## src/rtl/dir_pkg.sv

```systemverilog
package dir_pkg;
   typedef enum logic [1:0] {
      KIND_RD_MISS = 2'd0,
      KIND_WR_MISS = 2'd1,
      KIND_UPGRADE = 2'd2,
      KIND_RSVD    = 2'd3
   } req_kind_e;
endpackage

```

## src/rtl/dir_entry_store.sv

```systemverilog
module dir_entry_store #(
   parameter int N  = 4,
   parameter int NB = 16,
   localparam int BW = (NB > 1) ? $clog2(NB) : 1
) (
   input  logic          clk,
   input  logic          rst_n,
   input  logic [BW-1:0] rd_idx,
   output logic [N-1:0]  rd_pres,
   output logic          rd_sole,
   input  logic          wr_en,
   input  logic [BW-1:0] wr_idx,
   input  logic [N-1:0]  wr_pres,
   input  logic          wr_sole
);
   logic [N:0] ent_q [NB];

   for (genvar b = 0; b < NB; b++) begin : g_blk
      always_ff @(posedge clk or negedge rst_n) begin
         if (!rst_n)
            ent_q[b] <= '0;
         else if (wr_en && (wr_idx == BW'(b)))
            ent_q[b] <= {wr_sole, wr_pres};
      end
   end

   assign rd_pres = ent_q[rd_idx][N-1:0];
   assign rd_sole = ent_q[rd_idx][N];
endmodule

```

## src/rtl/dir_action_plan.sv

```systemverilog
module dir_action_plan
   import dir_pkg::*;
#(
   parameter int N = 4,
   localparam int IDW = (N > 1) ? $clog2(N) : 1,
   localparam int CW  = $clog2(N + 1)
) (
   input  req_kind_e      kind,
   input  logic [IDW-1:0] id,
   input  logic [N-1:0]   pres,
   input  logic           sole,
   output logic [N-1:0]   inv_mask,
   output logic [N-1:0]   upd_mask,
   output logic [CW-1:0]  ack_need,
   output logic           wb_need,
   output logic [N-1:0]   nxt_pres,
   output logic           nxt_sole
);
   logic [N-1:0] req_oh;
   logic [N-1:0] others;

   always_comb begin
      req_oh     = '0;
      req_oh[id] = 1'b1;
      others     = pres & ~req_oh;
      inv_mask   = '0;
      upd_mask   = '0;
      wb_need    = 1'b0;
      if (kind == KIND_WR_MISS || kind == KIND_UPGRADE) begin
         inv_mask = others;
         wb_need  = sole && (others != '0);
         nxt_pres = req_oh;
         nxt_sole = 1'b1;
      end else begin
         if (sole) begin
            upd_mask = pres;
            wb_need  = 1'b1;
         end
         nxt_pres = pres | req_oh;
         nxt_sole = 1'b0;
      end
      ack_need = CW'($countones(inv_mask | upd_mask));
   end
endmodule

```

## src/rtl/dir_ack_tracker.sv

```systemverilog
module dir_ack_tracker #(
   parameter int N = 4,
   localparam int CW = $clog2(N + 1)
) (
   input  logic          clk,
   input  logic          rst_n,
   input  logic          load_en,
   input  logic [CW-1:0] load_cnt,
   input  logic [N-1:0]  ack_in,
   output logic          busy,
   output logic          done
);
   logic [CW-1:0] cnt_q;
   logic [CW-1:0] got;

   assign got  = CW'($countones(ack_in));
   assign busy = (cnt_q != '0);
   assign done = busy && (got >= cnt_q);

   always_ff @(posedge clk or negedge rst_n) begin
      if (!rst_n)
         cnt_q <= '0;
      else if (load_en)
         cnt_q <= load_cnt;
      else if (done)
         cnt_q <= '0;
      else if (busy)
         cnt_q <= cnt_q - got;
   end
endmodule

```

## src/rtl/full_map_dir_ctrl.sv

```systemverilog
module full_map_dir_ctrl
   import dir_pkg::*;
#(
   parameter int N  = 4,
   parameter int NB = 16,
   localparam int IDW = (N > 1) ? $clog2(N) : 1,
   localparam int BW  = (NB > 1) ? $clog2(NB) : 1,
   localparam int CW  = $clog2(N + 1)
) (
   input  logic           clk,
   input  logic           rst_n,
   input  logic           req_valid,
   output logic           req_ready,
   input  logic [1:0]     req_kind,
   input  logic [IDW-1:0] req_id,
   input  logic [BW-1:0]  req_blk,
   output logic [N-1:0]   inv_mask,
   output logic [N-1:0]   upd_mask,
   input  logic [N-1:0]   ack_in,
   output logic           rsp_valid,
   output logic [1:0]     rsp_kind,
   output logic [IDW-1:0] rsp_id,
   output logic [BW-1:0]  rsp_blk,
   output logic           wb_valid
);
   if (N < 2) begin : g_bad_n
      $error("full_map_dir_ctrl: N must be at least 2");
   end
   if (NB < 1) begin : g_bad_nb
      $error("full_map_dir_ctrl: NB must be at least 1");
   end

   logic [N-1:0]  cur_pres, pl_inv, pl_upd, pl_pres;
   logic          cur_sole, pl_wb, pl_sole;
   logic [CW-1:0] pl_need;
   logic          busy, done, accept, now_done;

   logic [1:0]     pend_kind;
   logic [IDW-1:0] pend_id;
   logic [BW-1:0]  pend_blk;
   logic [N-1:0]   pend_pres;
   logic           pend_sole, pend_wb;

   logic           st_we, st_sole;
   logic [BW-1:0]  st_idx;
   logic [N-1:0]   st_pres;

   assign req_ready = !busy;
   assign accept    = req_valid && req_ready;
   assign now_done  = accept && (pl_need == '0);

   dir_entry_store #(.N(N), .NB(NB)) u_store (
      .clk     (clk),
      .rst_n   (rst_n),
      .rd_idx  (req_blk),
      .rd_pres (cur_pres),
      .rd_sole (cur_sole),
      .wr_en   (st_we),
      .wr_idx  (st_idx),
      .wr_pres (st_pres),
      .wr_sole (st_sole)
   );

   dir_action_plan #(.N(N)) u_plan (
      .kind     (req_kind_e'(req_kind)),
      .id       (req_id),
      .pres     (cur_pres),
      .sole     (cur_sole),
      .inv_mask (pl_inv),
      .upd_mask (pl_upd),
      .ack_need (pl_need),
      .wb_need  (pl_wb),
      .nxt_pres (pl_pres),
      .nxt_sole (pl_sole)
   );

   dir_ack_tracker #(.N(N)) u_acks (
      .clk      (clk),
      .rst_n    (rst_n),
      .load_en  (accept),
      .load_cnt (pl_need),
      .ack_in   (ack_in),
      .busy     (busy),
      .done     (done)
   );

   always_comb begin
      st_we   = now_done || done;
      st_idx  = done ? pend_blk  : req_blk;
      st_pres = done ? pend_pres : pl_pres;
      st_sole = done ? pend_sole : pl_sole;
   end

   always_ff @(posedge clk or negedge rst_n) begin
      if (!rst_n) begin
         pend_kind <= '0;
         pend_id   <= '0;
         pend_blk  <= '0;
         pend_pres <= '0;
         pend_sole <= 1'b0;
         pend_wb   <= 1'b0;
      end else if (accept) begin
         pend_kind <= req_kind;
         pend_id   <= req_id;
         pend_blk  <= req_blk;
         pend_pres <= pl_pres;
         pend_sole <= pl_sole;
         pend_wb   <= pl_wb;
      end
   end

   always_ff @(posedge clk or negedge rst_n) begin
      if (!rst_n) begin
         inv_mask  <= '0;
         upd_mask  <= '0;
         rsp_valid <= 1'b0;
         rsp_kind  <= '0;
         rsp_id    <= '0;
         rsp_blk   <= '0;
         wb_valid  <= 1'b0;
      end else begin
         inv_mask  <= accept ? pl_inv : '0;
         upd_mask  <= accept ? pl_upd : '0;
         rsp_valid <= now_done || done;
         wb_valid  <= done && pend_wb;
         if (now_done) begin
            rsp_kind <= req_kind;
            rsp_id   <= req_id;
            rsp_blk  <= req_blk;
         end else if (done) begin
            rsp_kind <= pend_kind;
            rsp_id   <= pend_id;
            rsp_blk  <= pend_blk;
         end
      end
   end
endmodule

```

## config.mk

```make
export PLATFORM = sky130hd
export DESIGN_NAME = full_map_dir_ctrl
export DESIGN_NICKNAME = d
export VERILOG_FILES = /design/src/rtl/dir_pkg.sv /design/src/rtl/dir_entry_store.sv /design/src/rtl/dir_action_plan.sv /design/src/rtl/dir_ack_tracker.sv /design/src/rtl/full_map_dir_ctrl.sv
export SDC_FILE = /design/constraint.sdc
export NUM_CORES = 1
export LEC_CHECK = 0
export CAP_MARGIN = 20
export CORE_AREA = 2 2 117 119
export CTS_CLUSTER_DIAMETER = 60
export DETAILED_ROUTE_END_ITERATION = 10
export DIE_AREA = 0 0 119 121
export SLEW_MARGIN = 20
export SYNTH_ARGS = -nofsm -noshare
export SYNTH_HDL_FRONTEND = slang
export SYNTH_SLANG_ARGS = --single-unit
```

## constraint.sdc

```tcl
create_clock -name clk -period 11.2 [get_ports clk]
set_input_delay 1.12 -clock clk [delete_from_list [all_inputs] [get_ports clk]]
set_output_delay 1.12 -clock clk [all_outputs]
set_load 0.01 [all_outputs]
```

Word level (Yosys, flattened, before mapping)
Cells that the tools add are included.
{ "op_classes": {"n_addsub": 7, "n_lt_le_gt_ge": 4, "eq_ne": 17, "muxes": 26, "bitwise": 5, "reduce_logical": 31} }
{ "op_table": {"columns": ["cell", "count"], "rows": [
  ["$mux W4", 10],
  ["$eq A4 B4 Y1 const B", 8],
  ["$logic_and A1 B1 Y1", 22],
  ["$bmux W5 S4", 1],
  ["$eq A4 B3 Y1 const B", 4],
  ["$mux W5", 2],
  ["$mux W3", 3],
  ["$add A1 B1 Y2", 4],
  ["$eq A4 B2 Y1 const B", 2],
  ["$mux W2", 4],
  ["$or A4 B4 Y4", 2],
  ["$add A3 B3 Y3", 2],
  ["$reduce_bool A3 Y1", 2],
  ["$ge A5 B5 Y1 const B", 1],
  ["$mux W1", 5],
  ["$not A4 Y5", 1],
  ["$and A4 B4 Y4", 1],
  ["$eq A4 B1 Y1 const B", 1],
  ["$logic_not A4 Y1", 1],
  ["$not A4 Y4", 1],
  ["$reduce_bool A4 Y1", 1],
  ["$ge A3 B3 Y1", 1],
  ["$logic_not A3 Y1", 1],
  ["$lt A2 B3 Y1 const B", 1],
  ["other kinds (8)", 9]
]} }
{ "word_totals": {"register_bits": 115, "inputBits": 15, "output_inout_bits": 19, "elab_cells": 120} }

Logic depth before layout (Yosys ltp)
Gate-level depths: netlist (run 1).
{ "logic_depth": {"depth_word": 14, "depth_mapped": 17} }

Modules after synthesis
From an unflattened synthesis (run 1), not the netlist that was laid out.
{ "unflattened": {"cells_unflattened": 442, "hier_area_um2": 5646.7} }
{ "by_module_without_submodules": {"columns": ["module", "instances", "cells_each", "area_each_um2"], "rows": [
  ["dir_entry_store", 1, 238, 3643.5],
  ["full_map_dir_ctrl", 1, 127, 1385.1],
  ["dir_ack_tracker", 1, 34, 316.6],
  ["dir_action_plan", 1, 43, 301.5]
]} }

Worst setup path after synthesis (run 1)
No wires, ideal clock.
{ "synth_timing": {"path_type": "input -> register", "startpoint": "input port req_blk[2]", "endpoint": "register u_store.ent_q[65] (netlist bit)", "setup_ns": 0.125, "arrival_time_ns": 5.101, "setup_slack_ns": 5.974, "cell_stages": 17, "cell_sequence": "buf_6 -> buf_6 -> buf_2 -> mux4_2 -> a211oi_1 -> a31oi_1 -> nor2_1 -> a211oi_1 -> ha_1 -> ha_1 -> fa_1 -> nor3_1 -> nand2_1 -> or4_1 -> o31ai_1 -> a21boi_2 -> mux2_2"} }
{ "synth_between": {"elab_chain_len": 13, "elab_cells_between_ends": 21, "classes_between": "add/sub: 3; eq/ne: 1; mux: 9; bitwise: 4; reduce/logical: 4"} }
{ "synth_lines": {"columns": ["element", "line", "text"], "rows": [
  ["from (decl)", "full_map_dir_ctrl.sv:16", "input logic [BW-1:0] req_blk,"],
  ["$not A4 Y5 (not written as such)", "dir_entry_store.sv:27, dir_entry_store.sv:28", null],
  ["$bmux W5 S4", "dir_entry_store.sv:27, dir_entry_store.sv:28", null],
  ["$mux W5 (not written as such) (2 in series)", "dir_entry_store.sv:27", "assign rd_pres = ent_q[rd_idx][N-1:0];"],
  ["$and A4 B4 Y4 or $mux W4 (tied branches)", "dir_action_plan.sv:25, dir_action_plan.sv:35", null],
  ["$mux W4", "dir_action_plan.sv:29", "if (kind == KIND_WR_MISS || kind == KIND_UPGRADE) begin"],
  ["$or A4 B4 Y4", "dir_action_plan.sv:42", "ack_need = CW'($countones(inv_mask | upd_mask));"],
  ["$add A1 B1 Y2 (not written as such)", "dir_action_plan.sv:42", null],
  ["$add A3 B3 Y3 (not written as such)", "dir_action_plan.sv:42", null],
  ["$logic_not A3 Y1", "full_map_dir_ctrl.sv:50", "assign now_done = accept && (pl_need == '0);"],
  ["$logic_and A1 B1 Y1", "full_map_dir_ctrl.sv:50", null],
  ["$logic_or A1 B1 Y1", "full_map_dir_ctrl.sv:88", "st_we = now_done || done;"],
  ["$logic_and A1 B1 Y1", "dir_entry_store.sv:22", "else if (wr_en && (wr_idx == BW'(b)))"],
  ["to (signal, indexed assignment)", "dir_entry_store.sv:23", "ent_q[b] <= {wr_sole, wr_pres};"],
  ["to (decl)", "dir_entry_store.sv:16", "logic [N:0] ent_q [NB];"]
]} }
Several ways; a longest one is shown, not always the timed one. The select of a mux whose other input is x is not followed.
A chain may end at the register's enable or synchronous reset.

Final worst setup path (run 1)
{ "layout_timing": {"startpoint": "input port req_blk[3]", "endpoint": "register u_store.ent_q[36] (netlist bit)"} }
The elaborated chain is that of the path after synthesis.

==> impl_results.md, run 1 <==
* Share of post-route cells with drive strength above 1 at 0.298
* Via count at 3827
* CP startpoint kind: primary input
* CP Class: primary input to flip-flop
* Status: finished clean
* Total CTS buffers at 17
* Syn_nets at 477
* CP Capture Type: flip-flop
* Post-Syn Area at 5760 µm²
* RSZ-0062 raised after global routing: no
* Total GRT Usage at 0.202
* Sum of negative setup slack at 0 ns
* Number of port buffers at 33
* Seq/Total Area, Yosys at 0.499
* Total die area at 14400 µm²
* Clock Pin Slew Worst Setup and Hold Paths at 0.05 ns
* CP Max Fanout at 18
* Post-synth top flop: dfrtp_1
* Main combinational cell family by area after synthesis: multiplexers
* GRT overflow at 0
* Area of the multi-input gates at 2700 µm²
* Final hold vios at 0
* Vias in the first global route at 3972
* Nets at 504
* Drt first-iter violations at 256
* CP Data Required Time at 11.49 ns
* Synth Area in Simple Gates at 0.0786
* Hold crit path type: flip-flop to flip-flop
* Starting Density at 0.441
* XOR/XNOR Fraction of Synth Area at 0.00304
* Worst VDD drop at 0.129 mV
* Data arrival time of the worst path at 6.52 ns
* Most Used Layer, Global Route: met2
* Worst-case headroom to the max-slew limit at 0.311
* DRT antenna net count at 0
* Clk buf depth at 2
* Peak Freq at 160 MHz
* Most numerous cell on the critical path: ha_1
* Crit path largest cell delay at 1.07 ns
* Fill cells at 1141
* Post-CTS Resized at 0
* Met2 Use GR at 0.324
* EDFF count, synth at 0
* Max Clock Skew at 0.00766 ns
* Slowest library cell on the worst path: clkdlybuf4s50_1
* Skew-Pair Late Insertion Delay at 0.41 ns
* Post-layout minimum cycle time at 6.23 ns
* First-pass GRT wire length at 22.0 mm
* Compound-cell area share of the yosys netlist at 0.0784
* Cell variety after synth at 54
* Least-Margin Pin Slew at 1.03 ns
* Top-level I/O count at 34
* Met3 Use GR at 0.0437
* Critical Path, Cell by Cell: clkdlybuf4s50_1 > mux4_2 > nor2b_1 > a211oi_1 > a31oi_1 > nor2_1 > a311oi_1 > ha_1 > ha_1 > fa_1 > nor3_1 > nand2_1 > o32a_1 > a21oi_1 > mux2_2
* Drt wl/cell at 20.1 µm
* Post-synthesis mux area share at 0.279
* Register bit total from synthesis at 115
* Area Growth Syn to Fin at 17.5%
* Post-detail-place hpwl at 8.94 mm
* Diodes inserted at 0
* Final Wtd Congestion at 0.926
* H-tree depth at 4
* Synth Area per Inst at 12.8 µm²
* Setup Slack @ Placement at 4.57 ns
* CTS tree: done
* Leakage at 2.99 nW
* Total Wirelength at 13.4 mm
* Setup ws final at 4.97 ns
* Vias per cell at 5.75
* Final worst-path cycle share at 0.557
* DRT Pass-1 Iters at 5
* Slew Viols, Final at 0
* Post-CTS Hold Buffers at 0
* Residual DRC at 0
* Largest net degree at the start of global routing at 66
* Pwr Density at 298 nW/µm²
* Cell count after synthesis at 450
* WHS at 0.472 ns
* GR Util met1 at 0.277
* Cell Rows at 42
* Die Wd at 119 µm
* Register area at 2880 µm²
* Post-CTS setup buffer count at 0
* CORE AREA at 13100 µm²
* Max Cap Viol at 0
* Clock sink count at 115
* Synth Warn # at 0
* Post-Synth Adder-Cell Area at 0.0300
* Setup-failing EPs final at 0
* Initial antenna violation count at 0
* Die Ht at 121 µm
* Root buffer cell: clkbuf_16
* Async SR Flop Fraction at 1.00
==> Yosys cell counts (all sizes together), types with 5 or more instances <==
cell type / number / area share
a31oi: 9 / 0.0098
mux2: 92 / 0.18
dfrtp: 115 / 0.50
a21oi: 5 / 0.0043
clkbuf: 8 / 0.0052
o21ai: 15 / 0.013
mux2i: 8 / 0.016
nand3: 9 / 0.0078
mux4: 20 / 0.083
ha: 9 / 0.020
buf: 19 / 0.019
inv: 10 / 0.0065
nor3: 6 / 0.0052
nand2: 45 / 0.029
nor2: 23 / 0.015
==> critical path, delay by kind of cell <==
family	cells	cell delay [ns]
fa+ha+maj	3	0.97
compound gates	5	1.51
simple gates	4	1.10
buf+inv	1	1.07
mux	2	0.75
==> metal layers <==
| metal | part of all wire | wire length, µm |
|---|---|---|
| met5 | 0 | 0 |
| met4 | 0.016 | 209 |
| met1 | 0.47 | 6250 |
| met3 | 0.042 | 559 |
| met2 | 0.48 | 6390 |
==> layout make-up <==
type                       instances  area share
multi-input combinational        297       0.399
tap                              176      0.0325
clock inverter                    12      0.0233
timing repair buffer              35      0.0499
sequential                       115       0.425
clock buffer                      20      0.0645
inverter                          11     0.00609
==> state kept, by name (all words and copies together) (netlist names) <==
register / cells
pend_wb: 1
upd_mask: 4
inv_mask: 4
pend_kind: 2
pend_pres: 4
u_store.ent_q: 80
pend_id: 2
pend_blk: 4
rsp_valid: 1
rsp_kind: 2
wb_valid: 1
pend_sole: 1
rsp_id: 2
rsp_blk: 4
u_acks.cnt_q: 3
==> worst paths after layout <==
check / from / end / slack (ns) / cells past startpoint
max in group asynchronous: rst_n / u_store.ent_q[56] / 9.18 / 2
worst max-delay path: req_blk[3] / u_store.ent_q[36] / 4.97 / 15
min in group asynchronous: rst_n / upd_mask[2] / 0.74 / 1
worst max register to register: u_store.ent_q[39] / u_store.ent_q[36] / 6.39 / 14
worst min register to register: pend_pres[0] / pend_pres[0] / 0.47 / 2
worst min-delay path: pend_pres[0] / pend_pres[0] / 0.47 / 2
==> report_power, final <==
part | internal, W | switching [W] | total (W) | leakage, nW
clock | 0.000350 | 0.000189 | 0.000539 | 0.281
combinational | 0.000357 | 0.000429 | 0.000787 | 1.25
sequential | 0.000597 | 0.0000974 | 0.000694 | 1.46
==> kinds of logic after synthesis <==
group                    Yosys count
adder cells (fa/ha/maj)           12
XOR/XNOR                           2
AND/OR/NAND/NOR                  101
AO/OA/AOI/OAI                     62
buffers and inverters             38
flip-flops                       115
multiplexers                     120
==> metrics by stage <==
step           total power, W  utilization  cells  cell area (µm²)
2_1_floorplan         0.00126            -    450             5760
3_3_place_gp          0.00146        0.473    634             6190
3_5_place_dp          0.00148        0.473    634             6190
4_1_cts               0.00203        0.518    666             6780
5_1_grt               0.00215        0.518    666             6780
6_report              0.00202        0.518    666             6780
==> placed cells by master, fill, tap and decap left out, types with 5 or more instances in the layout <==
cell | synthesis | final
dfrtp_1 | 115 | 115
mux2i_1 | 7 | 7
inv_1 | 9 | 9
mux4_1 | 7 | 7
o21ai_1 | 6 | 6
nor3_1 | 6 | 6
clkbuf_16 | 0 | 17
mux2_2 | 91 | 91
nand2_1 | 45 | 45
mux4_2 | 13 | 13
clkdlybuf4s50_1 | 0 | 31
a21oi_1 | 5 | 5
o21ai_0 | 9 | 9
nor2_1 | 22 | 22
ha_1 | 9 | 9
nand3_1 | 9 | 9
a31oi_1 | 9 | 9
No activity file was read; power rests on OpenSTA's default activity.
==> inputs of run 2 (changes only) <==
Clock period 11.2 ns to 5.4 ns, I/O delays scaled along.
==> impl_results.md, run 2 (synthesized netlist as in run 1, its figures left out) <==
* CTS tree: done
* Number of port buffers at 33
* Max Clock Skew at 0.0180 ns
* Non-Filler Instances at 693
* RSZ-0062 raised after global routing: no
* First-pass GRT wire length at 22.6 mm
* Total GRT Usage at 0.209
* Setup-failing EPs final at 0
* Final Wtd Congestion at 0.863
* Sequential share of power at 0.337
* Root buffer cell: clkbuf_16
* Nets at 531
* Leakage at 3.14 nW
* Sw Ratio at 0.344
* Final worst-path cycle share at 0.907
* CORE AREA at 13100 µm²
* Drt wl/cell at 19.5 µm
* Power after layout at 0.00426 W
* Status: finished clean
* Post-CTS setup buffer count at 0
* Clock power frac at 0.264
* Top-level I/O count at 34
* Diodes inserted at 0
* Clock Pin Slew Worst Setup and Hold Paths at 0.06 ns
* Area of the multi-input gates at 2700 µm²
* Peak Freq at 204 MHz
* Starting Density at 0.441
* Via count at 3847
* Total CTS buffers at 17
* Post-CTS Resized at 0
* Max Cap Viol at 0
* Sum of negative setup slack at 0 ns
* CP Data Required Time at 5.70 ns
* Most common cell after layout, fill and taps aside: dfrtp_1
* Skew-Pair Late Insertion Delay at 0.42 ns
* Worst-case headroom to the max-slew limit at 0.448
* Total die area at 14400 µm²
* Initial antenna violation count at 0
* Largest net degree at the start of global routing at 66
* Fin util at 0.536
* Most frequent cells in the layout: dfrtp_1, mux2_2, nand2_1
* Post-layout minimum cycle time at 4.90 ns
* CP Class: primary input to flip-flop
* Combinational cell fraction of total power at 0.400
* CP Capture Type: flip-flop
* Clk buf depth at 2
* Post-detail-place hpwl at 9.40 mm
* Clock sink count at 115
* Hold crit path type: primary input to asynchronous set/reset pin
* Pwr Density at 608 nW/µm²
* Final hold vios at 0
* Slew Viols, Final at 0
* Drt first-iter violations at 238
* Total Wirelength at 13.5 mm
* Post-CTS Hold Buffers at 0
* Die Wd at 119 µm
* DRT Pass-1 Iters at 4
* DRT antenna net count at 0
* Worst VDD drop at 0.216 mV
* Data arrival time of the worst path at 5.20 ns
* Residual DRC at 0
* Placed instance count at 661
* Share of post-route cells with drive strength above 1 at 0.333
* P_int at 0.00280 W
* Max FFs per register at 80
* Vias per cell at 5.55
* Cell Rows at 42
* Die Ht at 121 µm
* GRT overflow at 0
* WHS at 0.224 ns
* CP Max Fanout at 5
* CP startpoint kind: primary input
* Least-Margin Pin Slew at 0.827 ns
* Vias in the first global route at 4122
* Fill cells at 1093
* Area Growth Syn to Fin at 21.6%
* Register area at 2880 µm²
* H-tree depth at 4
* Net switching power figure at 0.00147 W
* Reg with most FFs: u_store.ent_q
## run 2: cell count changes in the layout (fill, tap and decap cells not counted), sizes merged
| cell | before | now |
|---|---|---|
| clkinv | 6 | 7 |
| clkdlybuf4s50 | 31 | 32 |
| inv | 11 | 10 |
| clkinvlp | 3 | 1 |
| buf | 4 | 30 |
| clkbuf | 20 | 22 |
## run 2: final timing paths
| check | from | to | slack [ns] | depth (start not counted) |
|---|---|---|---|---|
| setup / recovery | req_blk[2] | u_store.ent_q[69] | 0.50 | 16 |
| hold / removal | rst_n | u_acks.cnt_q[1] | 0.22 | 1 |
| hold reg to reg | pend_pres[3] | pend_pres[3] | 0.48 | 2 |
| setup reg to reg | u_store.ent_q[19] | u_store.ent_q[69] | 0.97 | 15 |
| max in group asynchronous | rst_n | u_store.ent_q[11] | 4.05 | 2 |
| min in group clk | pend_pres[3] | pend_pres[3] | 0.48 | 2 |
## run 2: worst max-delay path, cell delays in order
cell and delay [ns]:
clkdlybuf4s50_1 0.62, buf_4 0.20, mux4_2 0.50, a211oi_1 0.27
a31oi_1 0.10, nor2_1 0.26, a211oi_1 0.09, ha_1 0.33
ha_1 0.21, fa_1 0.46, nor3_1 0.25, nand2_1 0.10
or4_1 0.41, o31ai_1 0.12, a21boi_2 0.38, mux2_2 0.38
## run 2: power by group through the flow
stage	clock network, W	logic [W]	registers [W]
floorplan	0	0.00121	0.00140
global placement	0	0.00168	0.00143
detailed placement	0	0.00171	0.00144
CTS	0.00115	0.00172	0.00143
global route	0.00120	0.00188	0.00148
finish	0.00112	0.00170	0.00144
## run 2: metal layers
metal	global-route usage	up-vias	routed length, µm	share of wire
met5	0	-	0	0
met4	0.0826	0	248	0.018
met3	0.0550	15	508	0.038
met2	0.336	93	6590	0.49
met1	0.271	1965	6170	0.46
li1	-	1774	-	-
## run 2: final cells by class
class                      instances  area share
sequential                       115       0.411
multi-input combinational        297       0.386
timing repair buffer              62      0.0814
clock buffer                      22      0.0662
tap                              176      0.0314
clock inverter                    10      0.0187
inverter                          11     0.00589
## run 2: stage by stage
step,setup WS [ns],cell area [µm²]
floorplan,0.754,5760
global placement,0.154,6410
detailed placement,0.0787,6410
CTS,0.497,7010
global route,0.270,7010
finish,0.501,7010
